$ cat src/rtl/flash_erase_seq.sv
module flash_erase_seq #(
  parameter int CMP_BITS  = 11,
  parameter int SECT_BITS = 3,
  parameter int ADDR_W    = CMP_BITS + SECT_BITS
) (
  input  logic                 clk,
  input  logic                 rst_n,
  input  logic                 we_n,
  input  logic [ADDR_W-1:0]    addr,
  input  logic [7:0]           data,
  input  logic                 eng_busy,
  input  logic                 eng_done,
  output logic                 chip_go,
  output logic                 sect_go,
  output logic [SECT_BITS-1:0] sect_id
);
  localparam logic [CMP_BITS-1:0] A_HI = CMP_BITS'('h555);
  localparam logic [CMP_BITS-1:0] A_LO = CMP_BITS'('h2AA);

  logic [2:0]           we_sh;
  logic [CMP_BITS-1:0]  cap_lo;
  logic [SECT_BITS-1:0] cap_sec;
  logic [7:0]           cap_d;
  logic [2:0]           step;
  logic                 chip_run;
  logic                 hit, is_chip, is_sect;

  wire fall = we_sh[2] & ~we_sh[1];
  wire rise = ~we_sh[2] & we_sh[1];
  wire hold = eng_busy | chip_run;

  always_comb begin
    hit = 1'b0;
    case (step)
      3'd0, 3'd3: hit = (cap_lo == A_HI) && (cap_d == 8'hAA);
      3'd1, 3'd4: hit = (cap_lo == A_LO) && (cap_d == 8'h55);
      3'd2:       hit = (cap_lo == A_HI) && (cap_d == 8'h80);
      default:    hit = 1'b0;
    endcase
  end

  assign is_chip = (step == 3'd5) && (cap_lo == A_HI) && (cap_d == 8'h10);
  assign is_sect = (step == 3'd5) && (cap_d == 8'h30);

  always_ff @(posedge clk or negedge rst_n) begin
    if (!rst_n) begin
      we_sh   <= '1;
      cap_lo  <= '0;
      cap_sec <= '0;
      cap_d   <= '0;
    end else begin
      we_sh <= {we_sh[1:0], we_n};
      if (fall) begin
        cap_lo  <= addr[CMP_BITS-1:0];
        cap_sec <= addr[ADDR_W-1 -: SECT_BITS];
        cap_d   <= data;
      end
    end
  end

  always_ff @(posedge clk or negedge rst_n) begin
    if (!rst_n) begin
      step     <= '0;
      chip_run <= 1'b0;
      chip_go  <= 1'b0;
      sect_go  <= 1'b0;
      sect_id  <= '0;
    end else begin
      chip_go <= 1'b0;
      sect_go <= 1'b0;
      if (eng_done) begin
        step     <= '0;
        chip_run <= 1'b0;
      end else if (rise && !hold) begin
        if (step == 3'd5) begin
          step     <= '0;
          chip_go  <= is_chip;
          sect_go  <= is_sect;
          chip_run <= is_chip;
          if (is_sect) sect_id <= cap_sec;
        end else begin
          step <= hit ? step + 3'd1 : 3'd0;
        end
      end
    end
  end
endmodule


$ cat config.mk
export PLATFORM = sky130hd
export DESIGN_NAME = flash_erase_seq
export DESIGN_NICKNAME = d
export VERILOG_FILES = /design/src/rtl/flash_erase_seq.sv
export SDC_FILE = /design/constraint.sdc
export NUM_CORES = 1
export LEC_CHECK = 0
export ABC_AREA = 1
export BUFFER_PORTS_ARGS = -buffer_cell sky130_fd_sc_hd__buf_2
export CAP_MARGIN = 20
export CORE_ASPECT_RATIO = 0.9
export CORE_UTILIZATION = 33
export DETAILED_ROUTE_END_ITERATION = 6
export GPL_ROUTABILITY_DRIVEN = 0
export PLACE_DENSITY_LB_ADDON = 0.25
export SKIP_CTS_REPAIR_TIMING = 1
export SLEW_MARGIN = 20
export SYNTH_ARGS = -nofsm -noshare
export SYNTH_HDL_FRONTEND = slang
export SYNTH_SLANG_ARGS = --single-unit
$ cat constraint.sdc
create_clock -name clk -period 3.4 [get_ports clk]
set_input_delay 0.17 -clock clk [delete_from_list [all_inputs] [get_ports clk]]
set_output_delay 0.17 -clock clk [all_outputs]
set_load 0.005 [all_outputs]
# After elaboration in Yosys (flattened, before gate mapping)
# Cells that the tools add are included.
dict set report word_totals {
  register_bits 34
  in_bits 27
  out_inout_bits 5
}
dict set report op_classes {
  add_sub_neg 1
  n_eq_ne 12
  mux 14
  n_bitwise 6
  reduce_logical 15
}
# op n
set op_table {}
lappend op_table {{8-bit equality test, second input constant} 2}
lappend op_table {{3-bit two-way mux} 4}
lappend op_table {{11-bit by 10-bit equality test with 1-bit output, second input constant} 1}
lappend op_table {{11-bit equality test, second input constant} 1}
lappend op_table {{1-bit two-way mux} 9}
lappend op_table {{8-bit by 5-bit equality test with 1-bit output, second input constant} 1}
lappend op_table {{8-bit by 6-bit equality test with 1-bit output, second input constant} 1}
lappend op_table {{8-bit by 7-bit equality test with 1-bit output, second input constant} 1}
lappend op_table {{1-bit logical AND} 7}
lappend op_table {{3-bit by 2-bit equality test with 1-bit output, second input constant} 2}
lappend op_table {{3-bit equality test, second input constant} 2}
lappend op_table {{4-bit AND reduction} 1}
lappend op_table {{2-bit nonzero test} 2}
lappend op_table {{2-bit OR reduction} 2}
lappend op_table {{3-bit by 1-bit adder with 3-bit output, second input constant} 1}
lappend op_table {{3-bit by 1-bit equality test with 1-bit output, second input constant} 1}
lappend op_table {{3-bit zero test} 1}
lappend op_table {{1-bit NOT} 3}
lappend op_table {{1-bit one-hot mux with 3 select lines} 1}
lappend op_table {{1-bit AND} 2}
lappend op_table {{2-bit AND reduction} 1}
lappend op_table {{1-bit zero test} 1}
lappend op_table {{1-bit bitwise OR} 1}

# Longest topological paths before layout
# Gate-level depths: netlist of the first run.
dict set report depth {
  depth_word 7
  mapped_depth 10
}

# Least setup slack after synthesis of the first run
# Ideal clock, no wire load.
dict set report synth_timing {
  path_type {reg2reg}
  start {register step[0]}
  end {register step[0]}
  setup_ns 0.116
  arrival_ns 1.181
  path_slack_ns 2.102
  path_stages_with_launch 11
  synth_period_minus_slack_ns 1.298
  cell_sequence {dfrtp_1 -> ha_1 -> ha_1 -> inv_1 -> nand2_1 -> nor2_1 -> nor2_1 -> nand3_1 -> nand2_2 -> nand2_1 -> nand2_1}
}
dict set report synth_between {
  elab_chain_cells 7
  elab_cells_between_ends 14
  classes_between {add/sub: 1; eq/ne: 5; mux: 5; reduce/logical: 3}
}
# element line
set synth_lines {}
lappend synth_lines {{start: declaration} 24} ;# logic [2:0] step;
lappend synth_lines {{start signal: assignment} 82} ;# step <= hit ? step + 3'd1 : 3'd0;
lappend synth_lines {{3-bit by 1-bit equality test with 1-bit output, or another cell as far along} 34} ;# case (step)
lappend synth_lines {{2-bit OR reduction} 34}
lappend synth_lines {{1-bit one-hot mux with 3 select lines} 34}
lappend synth_lines {{3-bit two-way mux} 82}
lappend synth_lines {{3-bit two-way mux *} 75} ;# if (step == 3'd5) begin
lappend synth_lines {{3-bit two-way mux *} 74} ;# end else if (rise && !hold) begin
lappend synth_lines {{3-bit two-way mux *} 71} ;# if (eng_done) begin
# Every way passes the cells marked *; elsewhere a longest branch is shown, timed or not. The select of a mux whose other input is x is not followed.
# A chain may end at the register's enable or synchronous reset.

# Worst setup path after layout of the first run
dict set report layout_timing {
  start {register we_sh[1]}
  end {register cap_d[3]}
}
dict set report layout_between {
  elab_chain_cells 2
}
# element line
set layout_lines {}
lappend layout_lines {{start: declaration} 20} ;# logic [2:0] we_sh;
lappend layout_lines {{start signal: assignment} 52} ;# we_sh <= {we_sh[1:0], we_n};
lappend layout_lines {{1-bit NOT} 28} ;# wire fall = we_sh[2] & ~we_sh[1];
lappend layout_lines {{1-bit AND} 28}
lappend layout_lines {{end signal: assignment} 56} ;# cap_d <= data;
lappend layout_lines {{end: declaration} 23} ;# logic [7:0] cap_d;
# No other way between the ends.

==> impl_metrics.yaml, run 1 <==
sta:
  fin_crit_sh: 0.4656
  setup_viol: 0
  skew_ns: 0.004771
  slew_violations: 0
  rsz0062_at_grt: "false"
  relSlewSlack: 0.4954
  worstMarginPinSlew_ns: 0.7569
  fin_crit_ns: 1.583
  whs_ns: -0.05601
  max_freq_ghz: 0.6318
  fin_tns_setup_ns: 0
  hold_viol: 31
synthesis:
  synthMostInstantiatedCell: "nand2_1"
  yosysUniqueCellTypes: 23
  yosys_warnings: 0
  synth_top_area_share: 0.4623
  ys_seq_elements: 34
  synthTopCellsByArea: "dfrtp_1 (46%), nand2_1 (9.4%), nor2_1 (8.1%), dfstp_2 (4.7%), a21oi_1 (4.2%)"
  seq_area_frac_synth: 0.5093
  syn_area_um2: 1678
  yosysTopAreaCell: "dfrtp_1"
  ys_top_cells_by_count: "nand2_1 (42), nor2_1 (36), dfrtp_1 (31)"
  synth_edf_count: 0
  synth_cells: 193
  ys_dominant_reg_cell: "dfrtp_1"
  async_reset_ff_frac: 1.000
  synth_fp_nets: 225
  synth.avg_cell_area_um2: 8.694
clock_network:
  clkSinkCount: 34
  clockBufferDepth: 2
  cts_root_buffer: "clkbuf_8"
  cts_buffers: 5
  insertion_delay_ns: 0.28
  htreeDepth: 2
  worst_setup_hold_path_clk_slew_ns: 0.06
  cts_tree: "built"
critical_path:
  crit_path_start_kind: "flop"
  cp_max_fo: 35
  r2r_start: "we_sh[1]$_DFF_PN1_"
  cp.required_ns: 3.57
  endpoint_kind: "flop"
  startpoint: "we_sh[1]$_DFF_PN1_"
  critPathKind: "reg2reg"
  crit_arrival_ns: 1.75
routing:
  wl_per_cell_um: 10.18
  wl_met1_um: 1524
  drc: 0
  wl_met3_um: 100
  ant_nets: 0
  routed_wl_um: 3002
  post_drt_via_cell_ratio: 4.251
  initialDrtViolationCount: 65
  routed-via-count: 1254
  drtPass1Iterations: 4
  wl_met2_um: 1311
  highest_layer: "met4"
job:
  cap_violations: 0
pwr:
  power_density_nw_per_um2: 462.6
  leakagePower_nw: 1.025
  ir_drop_mv: 0.2049
placed_design:
  port_buffers: 31
  hpwl_um: 2248
global_routing:
  grt_use_total: 0.1307
  grt_pass1_vias: 1235
  grt_max_degree: 36
  grt.overflow.total: 0
  antenna_found_initial: 0
  grt_pass1_wl_um: 5402
die:
  core_area_um2: 4865
  die_area_um2: 5374
  die_h_um: 69.65
  ios: 32
  rows: 24
  die_w_um: 77.16
  start_util: 0.3449
finish:
  num_antenna_cells: 0
  fin_util: 0.4126
  fin_nets: 261
  area_growth_pct: 19.61
  drive_above_1_share: 0.3130
outcome:
  status: "finished with violations"
  violations: "negative hold slack"
hold_path:
  hp-class: "in2async"
## final cells by class
class / instances / area, um^2
Clock buffer: 8 / 110.1
Fill cell: 530 / 2858
Inverter: 26 / 98.84
Multi-Input combinational cell: 130 / 696.9
Sequential cell: 34 / 854.6
Tap cell: 65 / 81.33
Timing Repair Buffer: 32 / 165.2
## through the flow
stage / power, W / worst slack (ns) / cell area, um^2 / instances
6_report: 0.0009284 / 1.817 / 2007 / 295
5_1_grt: 0.0009787 / 1.710 / 2007 / 295
4_1_cts: 0.0009422 / 1.798 / 1997 / 294
3_5_place_dp: 0.0005952 / 1.795 / 1887 / 286
3_3_place_gp: 0.0005927 / 1.821 / 1887 / 286
2_1_floorplan: 0.0005556 / 2.102 / 1678 / 193
## metal layers
layer  vias to the layer above  global-route usage
li1                        669                   -
met1                       558              0.1818
met2                        19              0.1839
met3                         8             0.03947
met4                         0             0.06289
met5                         -                   0
## critical path: stages (launching register included)
cell	delay [ns]
dfstp_2	0.54
inv_2	0.04
nand2_2	0.48
mux2_2	0.40
## where the power goes
part	internal (W)	switching, W
sequential	0.000444	0.0000339
clock	0.000204	0.000138
combinational	0.0000513	0.0000570
## cell families after synthesis
group           count (synthesis)  synth area share
mux                             9           0.06711
flops                          34            0.5093
simple gates                   99            0.2602
buf+inv                        29           0.07531
compound gates                 17           0.05071
fa+ha+maj                       5           0.03729
## cell usage in the layout (no fill, tap or decap), types with 4 or more instances in the layout
cell      count
ha_1          5
clkbuf_8      8
nand3_1       8
buf_2        31
dfrtp_1      31
inv_1        15
mux2_2        6
nor2_1       36
a21oi_1      14
nand2_1      42
inv_2        10
nand2_2       4
## state kept, by name, summed over array words and instances (netlist names)
register / count
chip_go: 1
cap_sec: 3
cap_lo: 11
step: 3
chip_run: 1
we_sh: 3
cap_d: 8
sect_id: 3
sect_go: 1
## worst paths after layout
check,endpoint,slack [ns],cells past startpoint
setup / recovery,cap_d[3]$_DFFE_PN0P_,1.82,3
hold / removal,step[1]$_DFFE_PN0P_,-0.06,1
setup reg to reg,cap_d[3]$_DFFE_PN0P_,1.82,3
hold reg to reg,we_sh[1]$_DFF_PN1_,0.36,0
max in group asynchronous,sect_id[0]$_DFFE_PN0P_,2.96,1
min in group clk,cap_d[0]$_DFFE_PN0P_,0.11,2
Power figures use the tool's default switching activity.
==> inputs of run 2 (changes only) <==
--- a/config.mk
+++ b/config.mk
@@ -5,7 +5,7 @@
 export SDC_FILE = /design/constraint.sdc
 export NUM_CORES = 1
 export LEC_CHECK = 0
-export ABC_AREA = 1
+export ABC_AREA = 0
 export BUFFER_PORTS_ARGS = -buffer_cell sky130_fd_sc_hd__buf_2
 export CAP_MARGIN = 20
 export CORE_ASPECT_RATIO = 0.9
==> constraint.sdc (replaced) <==
create_clock -name clk -period 1.6 [get_ports clk]
set_input_delay 0.08 -clock clk [delete_from_list [all_inputs] [get_ports clk]]
set_output_delay 0.08 -clock clk [all_outputs]
set_load 0.005 [all_outputs]
==> impl_metrics.yaml, run 2 <==
pwr:
  power_density_nw_per_um2: 1034
  ir_drop_mv: 0.5484
  leakagePower_nw: 0.9773
  total_power_w: 0.002237
job:
  cap_violations: 0
global_routing:
  grt_use_total: 0.1445
  top_usage_layer: "met2"
  use_met2: 0.2271
  grt.overflow.total: 0
  antenna_found_initial: 0
  use_met3: 0.04387
  grt_pass1_wl_um: 5092
  grt_pass1_vias: 1096
  grt_max_degree: 35
  globalRouteMet1Util: 0.1823
die:
  die_area_um2: 4906
  rows: 23
  ios: 32
  start_util: 0.3425
  core_area_um2: 4461
  die_h_um: 66.55
  die_w_um: 73.72
synthesis:
  yosysUniqueCellTypes: 32
  synth_edf_count: 0
  synth_top_area_share: 0.5078
  synth.avg_cell_area_um2: 12.84
  seq_area_frac_synth: 0.5594
  async_reset_ff_frac: 1.000
  synthMostInstantiatedCell: "dfrtp_1"
  synth_fp_nets: 151
  ys_dominant_reg_cell: "dfrtp_1"
  syn_area_um2: 1528
  yosysTopAreaCell: "dfrtp_1"
  ys_top_cells_by_count: "dfrtp_1 (31), mux2_2 (24), nand2_1 (9)"
  yosys_warnings: 0
  synth_cells: 119
  synthTopCellsByArea: "dfrtp_1 (51%), mux2_2 (18%), dfstp_2 (5.2%), ha_1 (4.1%), nand2_1 (2.2%)"
  ys_seq_elements: 34
critical_path:
  critPathKind: "reg2reg"
  rr_worst_depth: 4
  endpoint_kind: "flop"
  cp.required_ns: 1.78
  startpoint: "cap_d[3]$_DFFE_PN0P_"
  r2r_start: "cap_d[3]$_DFFE_PN0P_"
  rrSetupSlack_ns: -0.45
  cp_slowest_cell: "or4b_4"
  rr_endpoint: "sect_id[0]$_DFFE_PN0P_"
  critPathBufInv: 0
  crit_chain: "or4b_4, or4_4, nor2_4, mux2_4"
  path_delay_family: "simple AND/OR/NAND/NOR gates"
  crit_arrival_ns: 2.23
  cp_max_fo: 3
  crit_path_start_kind: "flop"
  max_stage_delay_ns: 0.55
finish:
  stdcell_area_um2: 2163
  final_cell_mix: "dfrtp_1 (31), buf_2 (31), mux2_2 (21), buf_4 (21), nand2_1 (9)"
  largest_register_ffs: 11
  top_register: "cap_lo"
  fin_nets: 211
  largestRegisters: "cap_lo: 11 flops, cap_d: 8 flops"
  num_antenna_cells: 0
  drive_above_1_share: 0.5667
  area_growth_pct: 41.60
placed_design:
  place_area_um2: 1952
  place_ws_ns: -0.4617
  port_buffers: 31
  hpwl_um: 2340
clock_network:
  cts_tree: "built"
  cts_root_buffer: "clkbuf_8"
  worst_setup_hold_path_clk_slew_ns: 0.07
  htreeDepth: 2
  insertion_delay_ns: 0.29
  clockBufferDepth: 2
  clkSinkCount: 34
  cts_buffers: 5
sta:
  slew_violations: 0
  rsz0062_at_grt: "true"
  fin_crit_sh: 1.282
  max_freq_ghz: 0.4876
  skew_ns: 0.009580
  relSlewSlack: 0.5012
  hold_viol: 0
  setup_viol: 9
  layout_setup_ws_ns: -0.4510
  fin_crit_ns: 2.051
  whs_ns: 0.01783
  fin_tns_setup_ns: -2.548
  worstMarginPinSlew_ns: 0.7482
routing:
  drtPass1Iterations: 4
  ant_nets: 0
  routed_wl_um: 3151
  drc: 0
  initialDrtViolationCount: 38
  post_drt_via_cell_ratio: 4.616
  routed-via-count: 1117
  wl_per_cell_um: 13.02
hold_path:
  worstHoldPathCells: 2
  hp-class: "in2reg"
  hp-start: "data[5]"
  min_to: "cap_d[5]$_DFFE_PN0P_"
outcome:
  status: "finished with violations"
  violations: "negative setup slack"
==> run 2: changes by cell type after synthesis, sizes merged, moves of 3 or more <==
| cell | before | now |
|---|---|---|
| a21oi | 14 | 0 |
| or4b | 0 | 3 |
| nand2 | 46 | 9 |
| buf | 3 | 0 |
| nand3 | 9 | 2 |
| clkbuf | 0 | 3 |
| nor2 | 40 | 6 |
| inv | 25 | 5 |
| mux2 | 9 | 24 |
==> run 2: worst max path at each step <==
stage,to,slack (ns),depth (start not counted)
floorplan,sect_id[0]$_DFFE_PN0P_,-0.41,4
global placement,sect_id[0]$_DFFE_PN0P_,-0.42,4
detailed placement,sect_id[1]$_DFFE_PN0P_,-0.46,4
CTS,sect_id[2]$_DFFE_PN0P_,-0.46,4
global route,sect_id[2]$_DFFE_PN0P_,-0.47,4
finish,sect_id[0]$_DFFE_PN0P_,-0.45,4
==> run 2: worst reg2reg max path, delay by kind of cell, from the launching register on <==
family        cells  cell delay (ns)
flops             1             0.38
mux               1             0.31
simple gates      3             1.26
==> run 2: power breakdown <==
| part | internal (W) | switching, W | total [W] |
|---|---|---|---|
| combinational | 0.000176 | 0.000110 | 0.000286 |
| clock | 0.000624 | 0.000325 | 0.000949 |
| sequential | 0.000948 | 0.0000537 | 0.00100 |
| total | 0.00175 | 0.000489 | 0.00224 |
==> run 2: kinds of logic after synthesis <==
kind of cell | after synthesis | synth area share
AND/OR/NAND/NOR | 37 | 0.1532
multiplexers | 26 | 0.1900
AO/OA/AOI/OAI | 9 | 0.03686
buffers and inverters | 8 | 0.01966
adder cells (fa/ha/maj) | 5 | 0.04095
flip-flops | 34 | 0.5594
==> run 2: final cells by class <==
type	instances	area, um^2
flip-flops and latches	34	854.6
clock buffers	5	68.82
fillers	412	2297
well taps	62	77.57
inverters	5	18.77
repair buffers	56	362.8
clock inverters	3	68.82
multi-input cells	77	711.9
==> run 2: metrics by stage <==
stage / util / std cells
after global placement: 0.4376 / 231
after CTS: 0.4684 / 239
final: 0.4850 / 242
after detailed placement: 0.4376 / 231
after global routing: 0.4850 / 242
after floorplan: - / 119
==> run 2: per-layer routing <==
metal | wire [um] | up-vias
li1 | - | 550
met1 | 1423 | 538
met2 | 1533 | 23
met3 | 140 | 6
met4 | 53 | 0
met5 | 0 | -
==> inputs of run 3 (changes only) <==
--- a/config.mk
+++ b/config.mk
@@ -5,7 +5,7 @@
 export SDC_FILE = /design/constraint.sdc
 export NUM_CORES = 1
 export LEC_CHECK = 0
-export ABC_AREA = 0
+export ABC_AREA = 1
 export BUFFER_PORTS_ARGS = -buffer_cell sky130_fd_sc_hd__buf_2
 export CAP_MARGIN = 20
 export CORE_ASPECT_RATIO = 0.9
==> impl_metrics.yaml, run 3 (synthesis results as in run 1) <==
routing:
  post_drt_via_cell_ratio: 4.311
  routed_wl_um: 3053
  drc: 0
  wl_per_cell_um: 10.21
  ant_nets: 0
  initialDrtViolationCount: 76
  routed-via-count: 1289
  drtPass1Iterations: 4
die:
  rows: 24
  die_w_um: 77.16
  start_util: 0.3449
  ios: 32
  die_h_um: 69.65
  core_area_um2: 4865
  die_area_um2: 5374
critical_path:
  crit_path_end: "step[0]$_DFFE_PN0P_"
  startpoint: "step[0]$_DFFE_PN0P_"
  critPathKind: "reg2reg"
  cp.required_ns: 1.78
  endpoint_kind: "flop"
  crit_path_start_kind: "flop"
  rrSetupSlack_ns: 0.19
  cp_max_fo: 5
  rr_endpoint: "step[0]$_DFFE_PN0P_"
  crit_arrival_ns: 1.59
  rr_worst_depth: 10
  r2r_start: "step[0]$_DFFE_PN0P_"
clock_network:
  clkSinkCount: 34
  htreeDepth: 2
  cts_tree: "built"
  insertion_delay_ns: 0.28
  clockBufferDepth: 2
  cts_buffers: 5
  cts_root_buffer: "clkbuf_8"
  worst_setup_hold_path_clk_slew_ns: 0.07
finish:
  top_register: "cap_lo"
  fin_nets: 265
  layout_commonest_cell: "nand2_1"
  area_growth_pct: 23.19
  drive_above_1_share: 0.3205
  largest_register_ffs: 11
  num_antenna_cells: 0
  nFillCells: 530
  final_cell_mix: "nand2_1 (42), nor2_1 (36), dfrtp_1 (31), buf_2 (31), inv_1 (15)"
  largestRegisters: "cap_lo: 11 flops, cap_d: 8 flops"
sta:
  max_freq_ghz: 0.7087
  fin_tns_setup_ns: 0
  fin_crit_ns: 1.411
  relSlewSlack: 0.7134
  skew_ns: 0.004194
  hold_viol: 0
  worstMarginPinSlew_ns: 0.4299
  layout_setup_ws_ns: 0.1889
  rsz0062_at_grt: "false"
  fin_crit_sh: 0.8819
  slew_violations: 0
  setup_viol: 0
global_routing:
  grt_pass1_wl_um: 5526
  grt.overflow.total: 0
  antenna_found_initial: 0
  grt_max_degree: 35
  grt_use_total: 0.1318
  grt_pass1_vias: 1266
pwr:
  switching_share: 0.2349
  leakagePower_nw: 1.053
  p_sw_w: 0.0005163
  seqPwrFrac: 0.461
  p_clk_frac: 0.429
  ir_drop_mv: 0.5585
  p_int_w: 0.001682
  combPwrFrac: 0.109
  power_density_nw_per_um2: 1063
hold_path:
  hp-class: "in2reg"
  hp-start: "data[1]"
placed_design:
  port_buffers: 31
  hpwl_um: 2340
  place_ws_ns: 0.1817
outcome:
  status: "completed"
job:
  cap_violations: 0
-- run 3: cell count changes in the layout (fill, tap and decap cells not counted), sizes merged, moves of 3 or more --
cell	change
nand2	+37
nor2	+34
inv	+20
buf	-19
mux2	-15
a21oi	+14
nand3	+7
or4b	-3
-- run 3: metal layers --
| metal | global-route usage | routed length, um | part of all wire | vias up |
|---|---|---|---|---|
| met4 | 0.05031 | 51 | 0.017 | 0 |
| met5 | 0 | 0 | 0 | - |
| met1 | 0.1692 | 1564 | 0.51 | 576 |
| met3 | 0.04342 | 124 | 0.041 | 6 |
| li1 | - | - | - | 686 |
| met2 | 0.2055 | 1313 | 0.43 | 21 |
-- run 3: worst min-delay path by stage --
stage | end | slack, ns | depth (start not counted)
floorplan | cap_d[0]$_DFFE_PN0P_ | -0.22 | 0
global placement | step[1]$_DFFE_PN0P_ | 0.14 | 2
detailed placement | step[0]$_DFFE_PN0P_ | 0.14 | 2
CTS | sect_id[1]$_DFFE_PN0P_ | -0.17 | 2
global route | cap_sec[0]$_DFFE_PN0P_ | 0.02 | 2
finish | cap_d[1]$_DFFE_PN0P_ | 0.02 | 2
-- run 3: area by class of cell --
type	count	area, um^2	share of cell area
clock buffers	5	68.82	0.03329
clock inverters	3	68.82	0.03329
inverters	26	98.84	0.04782
multi-input cells	130	696.9	0.3372
flip-flops and latches	34	854.6	0.4134
well taps	65	81.33	0.03935
repair buffers	36	197.7	0.09564
-- run 3: worst max-delay path, stage by stage (launching register included) --
cell     delay [ns]
dfrtp_1        0.43
ha_1           0.23
ha_1           0.18
inv_1          0.05
nand2_1        0.04
nor2_1         0.09
nor2_1         0.05
nand3_1        0.08
nand2_2        0.07
nand2_1        0.06
nand2_1        0.04
-- run 3: power by group through the flow --
stage,registers (W),logic (W),clock network [W]
3_3_place_gp,0.00103,0.000239,0
6_report,0.00101,0.000240,0.000943
5_1_grt,0.00102,0.000278,0.000995
4_1_cts,0.00101,0.000241,0.000964
3_5_place_dp,0.00103,0.000240,0
2_1_floorplan,0.00102,0.000166,0
-- run 3: per-stage QoR --
step                instances  hold slack (ns)  power (W)  instance area [um^2]  utilization
floorplan                 193          -0.2156   0.001181                  1678            -
global placement          289           0.1408   0.001266                  1909       0.3925
detailed placement        289           0.1421   0.001271                  1909       0.3925
CTS                       297          -0.1699   0.002219                  2047       0.4208
global route              299          0.01549   0.002298                  2067       0.4249
finish                    299          0.01991   0.002198                  2067       0.4249
